--- config.mk ---
export PLATFORM = sky130hd
export DESIGN_NAME = i2c_addr_match
export DESIGN_NICKNAME = d
export VERILOG_FILES = /design/src/rtl/i2c_am_pkg.sv /design/src/rtl/i2c_am_sync.sv /design/src/rtl/i2c_am_cond.sv /design/src/rtl/i2c_am_shift.sv /design/src/rtl/i2c_addr_match.sv
export SDC_FILE = /design/constraint.sdc
export NUM_CORES = 1
export LEC_CHECK = 0
export ABC_AREA = 0
export CAP_MARGIN = 30
export CORE_UTILIZATION = 56
export CTS_CLUSTER_DIAMETER = 30
export DETAILED_ROUTE_END_ITERATION = 10
export HOLD_SLACK_MARGIN = 0.15
export PLACE_DENSITY_LB_ADDON = 0.3
export SETUP_SLACK_MARGIN = 0.05
export SYNTH_ARGS = -nofsm -noshare
export SYNTH_HDL_FRONTEND = slang
export SYNTH_SLANG_ARGS = --single-unit
--- constraint.sdc ---
create_clock -name clk_i -period 2.7 [get_ports clk_i]
set_input_delay 0.27 -clock clk_i [delete_from_list [all_inputs] [get_ports clk_i]]
set_output_delay 0.27 -clock clk_i [all_outputs]
set_load 0.02 [all_outputs]
--- src/rtl/i2c_am_pkg.sv ---
package i2c_am_pkg;
  typedef enum logic [2:0] {
    ST_IDLE, ST_ADDR, ST_TEN2, ST_GC2, ST_DATA
  } am_state_e;

  localparam int unsigned BYTE_W     = 8;
  localparam logic [4:0]  TEN_PREFIX = 5'b11110;
  localparam logic [7:0]  GC_ADDR    = 8'h00;
  localparam logic [7:0]  GC_RESET   = 8'h06;
  localparam logic [7:0]  GC_RELOAD  = 8'h04;
endpackage

--- src/rtl/i2c_am_sync.sv ---
module i2c_am_sync #(
  parameter int unsigned STAGES = 2
) (
  input  logic clk_i,
  input  logic rst_ni,
  input  logic d_i,
  output logic q_o
);
  logic [STAGES-1:0] ff_q;

  always_ff @(posedge clk_i or negedge rst_ni)
    if (!rst_ni) ff_q <= '1;   // idle bus is high
    else         ff_q <= {ff_q[STAGES-2:0], d_i};

  assign q_o = ff_q[STAGES-1];
endmodule

--- src/rtl/i2c_am_cond.sv ---
module i2c_am_cond (
  input  logic clk_i,
  input  logic rst_ni,
  input  logic scl_i,
  input  logic sda_i,
  output logic start_o,
  output logic stop_o,
  output logic rise_o,
  output logic fall_o
);
  logic scl_q, sda_q;

  always_ff @(posedge clk_i or negedge rst_ni)
    if (!rst_ni) begin
      scl_q <= 1'b1;
      sda_q <= 1'b1;
    end else begin
      scl_q <= scl_i;
      sda_q <= sda_i;
    end

  assign start_o = scl_i & scl_q & sda_q & ~sda_i;
  assign stop_o  = scl_i & scl_q & ~sda_q & sda_i;
  assign rise_o  = scl_i & ~scl_q;
  assign fall_o  = ~scl_i & scl_q;
endmodule

--- src/rtl/i2c_am_shift.sv ---
module i2c_am_shift
  import i2c_am_pkg::*;
(
  input  logic              clk_i,
  input  logic              rst_ni,
  input  logic              clr_i,
  input  logic              rise_i,
  input  logic              fall_i,
  input  logic              sda_i,
  output logic [BYTE_W-1:0] byte_o,
  output logic              done_o,
  output logic              ack_end_o
);
  localparam int unsigned CNT_W = $clog2(BYTE_W + 1);
  localparam logic [CNT_W-1:0] FULL = CNT_W'(BYTE_W);

  logic [CNT_W-1:0]  cnt_q;
  logic [BYTE_W-1:0] sh_q;
  logic              in_ack_q;

  always_ff @(posedge clk_i or negedge rst_ni)
    if (!rst_ni) begin
      cnt_q    <= '0;
      sh_q     <= '0;
      in_ack_q <= 1'b0;
    end else if (clr_i) begin
      cnt_q    <= '0;
      in_ack_q <= 1'b0;
    end else if (rise_i && cnt_q < FULL) begin
      sh_q  <= {sh_q[BYTE_W-2:0], sda_i};
      cnt_q <= cnt_q + 1'b1;
    end else if (fall_i && cnt_q == FULL) begin
      if (in_ack_q) begin
        in_ack_q <= 1'b0;
        cnt_q    <= '0;
      end else begin
        in_ack_q <= 1'b1;
      end
    end

  assign byte_o    = sh_q;
  assign done_o    = fall_i && cnt_q == FULL && !in_ack_q;
  assign ack_end_o = fall_i && cnt_q == FULL && in_ack_q;
endmodule

--- src/rtl/i2c_addr_match.sv ---
module i2c_addr_match
  import i2c_am_pkg::*;
#(
  parameter int unsigned       SYNC_STAGES = 2,
  parameter int unsigned       TYPE_W      = 4,
  parameter int unsigned       PIN_W       = 3,
  parameter logic [TYPE_W-1:0] DEV_TYPE    = 4'b1010,
  parameter logic [9-PIN_W:0]  TEN_FIXED   = 7'b1011001
) (
  input  logic             clk_i,
  input  logic             rst_ni,
  input  logic             scl_i,
  input  logic             sda_i,
  input  logic [PIN_W-1:0] addr_pins_i,
  output logic             sda_drive_o,
  output logic             selected_o,
  output logic             read_o,
  output logic             gc_reset_o,
  output logic             gc_reload_o,
  output logic             bcast_o
);
  localparam int unsigned N_LINES = 2;

  logic [N_LINES-1:0] raw, syn;
  assign raw = {sda_i, scl_i};

  for (genvar i = 0; i < N_LINES; i++) begin : g_sync
    i2c_am_sync #(.STAGES(SYNC_STAGES)) u_sync (
      .clk_i(clk_i), .rst_ni(rst_ni), .d_i(raw[i]), .q_o(syn[i])
    );
  end

  logic start, stop, rise, fall;
  i2c_am_cond u_cond (
    .clk_i(clk_i), .rst_ni(rst_ni), .scl_i(syn[0]), .sda_i(syn[1]),
    .start_o(start), .stop_o(stop), .rise_o(rise), .fall_o(fall)
  );

  logic [BYTE_W-1:0] b;
  logic done, ack_end;
  i2c_am_shift u_shift (
    .clk_i(clk_i), .rst_ni(rst_ni), .clr_i(start | stop),
    .rise_i(rise), .fall_i(fall), .sda_i(syn[1]),
    .byte_o(b), .done_o(done), .ack_end_o(ack_end)
  );

  logic [6:0] own7;
  logic [9:0] own10;
  assign own7  = {DEV_TYPE, addr_pins_i};
  assign own10 = {TEN_FIXED, addr_pins_i};

  am_state_e state_q;
  logic sel_q, rd_q, bc_q, ten_q, drv_q, rst_p_q, rel_p_q;

  always_ff @(posedge clk_i or negedge rst_ni)
    if (!rst_ni) begin
      state_q <= ST_IDLE;
      {sel_q, rd_q, bc_q, ten_q, drv_q, rst_p_q, rel_p_q} <= '0;
    end else begin
      rst_p_q <= 1'b0;
      rel_p_q <= 1'b0;
      if (stop) begin
        state_q <= ST_IDLE;
        {sel_q, rd_q, bc_q, ten_q, drv_q} <= '0;
      end else if (start) begin            // start or repeated start
        state_q <= ST_ADDR;
        {sel_q, rd_q, bc_q, drv_q} <= '0;
      end else if (ack_end) begin
        drv_q <= 1'b0;
      end else if (done) begin
        unique case (state_q)
          ST_ADDR: begin
            ten_q   <= 1'b0;
            state_q <= ST_IDLE;
            if (b[7:1] == own7) begin
              {drv_q, sel_q} <= 2'b11;
              rd_q    <= b[0];
              state_q <= ST_DATA;
            end else if (b == GC_ADDR) begin
              drv_q   <= 1'b1;
              state_q <= ST_GC2;
            end else if (b[7:3] == TEN_PREFIX && b[2:1] == own10[9:8]) begin
              if (!b[0]) begin
                drv_q   <= 1'b1;
                state_q <= ST_TEN2;
              end else if (ten_q) begin  // read turnaround after full match
                {drv_q, sel_q, rd_q, ten_q} <= '1;
                state_q <= ST_DATA;
              end
            end
          end
          ST_TEN2: begin
            state_q <= ST_IDLE;
            if (b == own10[7:0]) begin
              {drv_q, sel_q, ten_q} <= '1;
              rd_q    <= 1'b0;
              state_q <= ST_DATA;
            end
          end
          ST_GC2: begin
            state_q <= ST_IDLE;
            if (b == GC_RESET) begin
              {drv_q, rst_p_q, rel_p_q} <= '1;
            end else if (b == GC_RELOAD) begin
              {drv_q, rel_p_q} <= '1;
            end else if (b[0]) begin
              {drv_q, bc_q} <= '1;
              state_q <= ST_DATA;
            end
          end
          ST_DATA: drv_q <= ~rd_q;
          default: ;
        endcase
      end
    end

  assign sda_drive_o = drv_q;
  assign selected_o  = sel_q;
  assign read_o      = rd_q;
  assign gc_reset_o  = rst_p_q;
  assign gc_reload_o = rel_p_q;
  assign bcast_o     = bc_q;
endmodule

==> results.json, run 1 <==
{
  "drt-wirelength-per-cell_um": 16.0,
  "vias_per_cell": 6.13,
  "numPortBuffers": 12,
  "finalClockSkew_ns": 0.0134,
  "cts_setup_buffers": 0,
  "area_delta_synth_final_pct": 13.1,
  "worstReg2RegEnd": "read_o$_DFFE_PN0P_",
  "grt_pass1_vias": 1080,
  "start_util_pct": 60.2,
  "setup-violations-final": 0,
  "hold_buffers": 0,
  "slew-limit-headroom_pct": 61.4,
  "cp_cell_sequence": "or4b_1 > or2_1 > o31a_1 > or4_1 > a21oi_1",
  "grt_max_degree": 30,
  "p_sw_uw": 440,
  "cts-root-buf": "clkbuf_4",
  "async_flop_share_pct": 100,
  "r2r_cells": 5,
  "hp-class": "in -> async",
  "p_int_uw": 814,
  "cp-start-kind": "flip-flop",
  "drc": 0,
  "netlist_area_um2": 1520,
  "core_um2": 2520,
  "tightestPinTransition_ns": 0.571,
  "slew_viol_final": 0,
  "h-tree-depth": 2,
  "clockBufferDepth": 2,
  "grt_pass1_wl_um": 5040,
  "ir_drop_mv": 0.595,
  "drive_gt1_share_pct": 21.2,
  "period_share_pct": 87.1,
  "slowest_stage": "or4b_1",
  "num_rows": 18,
  "slowest_delay_ns": 0.56,
  "comb_power_share_pct": 26.9,
  "seqPwrFrac_pct": 54.0,
  "maxCapViolCount": 0,
  "die_h_um": 54.1,
  "crit_start": "state_q[2]$_DFFE_PN0P_",
  "r2r_slack_ns": 0.35,
  "syn-instance-count": 139,
  "critical_path_arrival_ns": 2.60,
  "synth_top_area_share_pct": 37.9,
  "cp.buffers_inverters": 0,
  "finalCriticalPeriod_ns": 2.35,
  "synth-seq-cells": 29,
  "antenna_found_initial": 0,
  "cts_tree": "done",
  "synth_nets": 148,
  "clkTransAtPathRegs_ns": 0.09,
  "drtPass1Iterations": 5,
  "synthTopCellsByArea": "dfrtp_1 38%, dfstp_2 10%, mux2_2 7.4%",
  "path_delay_family": "simple AND/OR/NAND/NOR gates",
  "clockPowerShare_pct": 19.0,
  "pin_count": 13,
  "utilization_pct": 68.1,
  "tns_ns": 0,
  "dr_total_vias": 1140,
  "clock.fmax_mhz": 425,
  "sw_frac_of_total_pct": 35.1,
  "gp_congestion": 0.928,
  "synth_ff_type": "dfrtp_1",
  "critPathKind": "reg -> reg",
  "powerDensity_nw_per_um2": 730,
  "cts_made_buffers": 5,
  "fin_nets": 165,
  "ys_warn_count": 0,
  "end_kind": "flip-flop",
  "dieArea_um2": 2920,
  "rsz0062_at_grt": "false",
  "num_antenna_cells": 0,
  "cts_resized": 0,
  "routed_wl_um": 2980,
  "yosysTopAreaCell": "dfrtp_1",
  "hold_viol": 0,
  "drt.antenna.violating_nets": 0,
  "hpwl_um": 2200,
  "crit_required_ns": 2.95,
  "p_leak_uw": 0.000707,
  "crit_fanout": 8,
  "first_iter_violations": 27,
  "clkLatencyLatePin_ns": 0.33,
  "status": "completed",
  "die_width_um": 54.1,
  "synth_cell_types": 48,
  "grt_overflow": 0,
  "timing.rr.start": "state_q[2]$_DFFE_PN0P_",
  "cts_sinks": 29,
  "avgSynthCellArea_um2": 10.9,
  "yosysSeqAreaShare_pct": 48.3,
  "grtUsageTotal_pct": 25.3,
  "synth-edff-count": 0
}
cell type report:
cell class	count	area, um^2
Fill cell	190	805
Multi-Input combinational cell	102	747
Sequential cell	29	733
Timing Repair Buffer	15	143
Clock buffer	6	41.3
Tap cell	30	37.5
Inverter	3	11.3
Clock inverter	1	5.00
kinds of logic (layout without fill, tap and decap cells):
| family | count (synthesis) | in the layout | synth area share [%] |
|---|---|---|---|
| and+or+nand+nor | 57 | 57 | 24.1 |
| adders and majority gates | 2 | 2 | 1.65 |
| AOI/OAI and AO/OA | 24 | 24 | 10.7 |
| muxes | 12 | 12 | 8.73 |
| buffers and inverters | 8 | 25 | 2.55 |
| xor gates and xnor gates | 7 | 7 | 4.04 |
| DFF | 29 | 29 | 48.3 |
layer usage:
metal  GRT usage [%]  wire, um  vias to the layer above  share of wire (%)
met5               0         0                        -                  0
met4            8.97        27                        0               0.91
met3            8.47       149                        2                5.0
met2            39.9      1400                       31                 47
met1            32.1      1400                      557                 47
li1                -         -                      550                  -
flip-flops by register name, indices dropped and copies added (netlist names):
name	flops
u_shift.byte_o	8
g_sync.u_sync.ff_q	4
u_shift.cnt_q	4
state_q	3
bcast_o	1
gc_reload_o	1
gc_reset_o	1
read_o	1
sda_drive_o	1
selected_o	1
ten_q	1
u_cond.scl_q	1
u_cond.sda_q	1
u_shift.in_ack_q	1
Yosys cell counts (2+ instances only):
library cell	instances
inv_1	3
o31ai_1	2
ha_1	2
a41oi_1	2
or3_1	2
clkbuf_1	3
a21oi_1	6
o21a_1	2
nand3_1	4
nand2b_1	4
and2b_2	3
o21ai_0	3
a21o_1	3
dfstp_2	6
xnor2_1	7
nor2_1	9
nor4_1	3
and4_2	2
mux2i_1	2
dfrtp_1	23
mux2_2	10
nand2_1	5
or4_1	3
nor3_1	3
nor2b_1	2
nand4b_1	2
nand4_1	2
power groups by stage:
stage                     combinational, uW  clock [uW]  sequential, uW
after floorplan                         308           0             610
after global placement                  317           0             677
after detailed placement                336           0             683
after CTS                               337         251             674
after global routing                    370         265             696
final                                   338         239             678
worst register-to-register path: stages (launching register included):
cell     delay (ns)
dfrtp_1        0.47
or4b_1         0.56
or2_1          0.26
o31a_1         0.36
or4_1          0.48
a21oi_1        0.15
worst max-delay path by stage:
stage	end	slack [ns]	cells past startpoint
finish	read_o$_DFFE_PN0P_	0.35	5
global route	read_o$_DFFE_PN0P_	0.25	5
CTS	read_o$_DFFE_PN0P_	0.35	5
detailed placement	read_o$_DFFE_PN0P_	0.40	5
global placement	read_o$_DFFE_PN0P_	0.47	5
floorplan	read_o$_DFFE_PN0P_	0.52	5
layout by cell type, fill, tap and decap left out, drive strengths merged, types with 2 or more instances in the layout:
cell / count
a21o: 3
and2b: 3
nand4: 2
dfrtp: 23
nand2b: 4
mux2i: 2
o31ai: 2
nor3: 3
mux2: 10
ha: 2
dfstp: 6
nand3: 4
o21a: 2
clkdlybuf4s50: 12
or2b: 2
nand4b: 2
nor2: 9
nand2: 5
nor4: 3
buf: 3
or3: 2
a41oi: 2
xnor2: 7
nor2b: 2
inv: 3
a21oi: 6
or4: 4
and4: 3
clkbuf: 6
o21ai: 3
metrics by stage:
| step | instances | total power [uW] | hold WS [ns] | setup slack (ns) | instance area [um^2] |
|---|---|---|---|---|---|
| after detailed placement | 179 | 1020 | 0.349 | 0.398 | 1670 |
| after global placement | 179 | 994 | 0.346 | 0.466 | 1670 |
| final | 186 | 1250 | 0.306 | 0.348 | 1720 |
| after global routing | 186 | 1330 | 0.333 | 0.252 | 1720 |
| after floorplan | 139 | 918 | -0.0256 | 0.516 | 1520 |
| after CTS | 186 | 1260 | 0.299 | 0.353 | 1720 |
Note: power is estimated with default switching activity, not from simulation.
==> inputs of run 2 (changes only) <==
CORE_UTILIZATION = 40   (was 56)
SLEW_MARGIN = 20   (was default)
==> results.json, run 2 (synthesized netlist as in run 1, its figures left out) <==
{
  "finalCriticalPeriod_ns": 2.37,
  "drive_gt1_share_pct": 21.0,
  "crit_required_ns": 2.90,
  "drt.antenna.violating_nets": 0,
  "num_antenna_cells": 0,
  "critical_path_arrival_ns": 2.57,
  "dr_total_vias": 1120,
  "numPortBuffers": 12,
  "cts_tree": "done",
  "drtPass1Iterations": 4,
  "maxCapViolCount": 0,
  "drt-wirelength-per-cell_um": 15.0,
  "hpwl_um": 2270,
  "clockBufferDepth": 2,
  "dp_slack_ns": 0.376,
  "antenna_found_initial": 0,
  "pin_count": 13,
  "nFillCells": 335,
  "critPathKind": "reg -> reg",
  "core_um2": 3660,
  "fin_cells": 205,
  "setup_slack_ns": 0.332,
  "grt_max_degree": 30,
  "die_h_um": 63.6,
  "seq_area_um2": 733,
  "tns_ns": 0,
  "tightestPinTransition_ns": 0.629,
  "place_inst": 197,
  "finalClockSkew_ns": 0.00257,
  "clkTransAtPathRegs_ns": 0.06,
  "cts-root-buf": "clkbuf_8",
  "first_iter_violations": 43,
  "area_delta_synth_final_pct": 17.5,
  "hold_viol": 0,
  "grt_pass1_vias": 1125,
  "grtUsageTotal_pct": 17.4,
  "die_width_um": 63.6,
  "largest_register_ffs": 8,
  "p_leak_uw": 0.000724,
  "final_cell_mix": "23 x dfrtp_1, 12 x clkdlybuf4s50_1, 10 x mux2_2, 9 x nor2_1, 7 x xnor2_1",
  "period_share_pct": 87.7,
  "dieArea_um2": 4050,
  "h-tree-depth": 2,
  "status": "completed",
  "grt_overflow": 0,
  "gp_congestion": 0.872,
  "utilization_pct": 48.7,
  "grt_pass1_wl_um": 5330,
  "slew_viol_final": 0,
  "multi_input_comb_area_um2": 747,
  "clkLatencyLatePin_ns": 0.28,
  "drc": 0,
  "end_kind": "flip-flop",
  "rsz0062_at_grt": "false",
  "cts_sinks": 29,
  "routed_wl_um": 3080,
  "fin_nets": 165,
  "setup-violations-final": 0,
  "start_util_pct": 41.5,
  "cp-start-kind": "flip-flop",
  "cts_made_buffers": 5,
  "num_rows": 22,
  "ir_drop_mv": 0.406,
  "slew-limit-headroom_pct": 57.5,
  "holdWs_ns": 0.355,
  "cts_resized": 0,
  "hp-class": "reg -> reg",
  "vias_per_cell": 5.46,
  "hold_buffers": 0,
  "crit_fanout": 8,
  "clock.fmax_mhz": 422,
  "mostFrequentLayoutCell": "dfrtp_1",
  "cts_setup_buffers": 0,
  "powerDensity_nw_per_um2": 768
}
==> run 2: final cells by class <==
cell class / count / share of cell area (%)
multi-input cells: 102 / 41.9
flip-flops and latches: 29 / 41.1
repair buffers: 15 / 7.99
clock buffers: 8 / 5.05
well taps: 48 / 3.37
inverters: 3 / 0.631
==> run 2: stage by stage <==
stage | total power [uW] | cell area, um^2
floorplan | 918 | 1520
finish | 1370 | 1780
CTS | 1380 | 1780
global route | 1450 | 1780
global placement | 1000 | 1690
detailed placement | 1010 | 1690
==> run 2: worst paths after layout <==
kind                                                 endpoint  slack [ns]  depth (start not counted)                          startpoint
setup / recovery                           read_o$_DFFE_PN0P_        0.33                          5              state_q[2]$_DFFE_PN0P_
hold / removal             g_sync[1].u_sync.ff_q[1]$_DFF_PN1_        0.36                          0  g_sync[1].u_sync.ff_q[0]$_DFF_PN1_
setup reg to reg                           read_o$_DFFE_PN0P_        0.33                          5              state_q[2]$_DFFE_PN0P_
hold reg to reg            g_sync[1].u_sync.ff_q[1]$_DFF_PN1_        0.36                          0  g_sync[1].u_sync.ff_q[0]$_DFF_PN1_
max in group asynchronous  g_sync[0].u_sync.ff_q[0]$_DFF_PN1_        2.00                          2                              rst_ni
min in group asynchronous       u_shift.byte_o[0]$_DFFE_PN0N_        0.39                          2                              rst_ni
==> run 2: layer usage <==
metal / GRT usage, % / vias to the layer above / share of wire (%)
li1: - / 548 / -
met1: 24.1 / 530 / 48
met2: 23.8 / 37 / 44
met3: 5.62 / 5 / 6.4
met4: 9.09 / 0 / 1.2
met5: 0 / - / 0
==> run 2: power breakdown <==
part           total (uW)  internal, uW  switching (uW)
combinational         338           187             151
sequential            674           533             142
clock                 358           207             151
total                1370           927             444
==> run 2: critical path, cell delays in order, from the launching register on <==
cell and delay [ns]:
dfrtp_1 0.45, or4b_1 0.56, or2_1 0.27, o31a_1 0.37, or4_1 0.49, a21oi_1 0.15
==> inputs of run 3 (changes only) <==
CTS_CLUSTER_DIAMETER = 60   (was 30)
==> results of run 3 <==
Same layout as run 2: the final DEF is identical, and so are final timing and power.
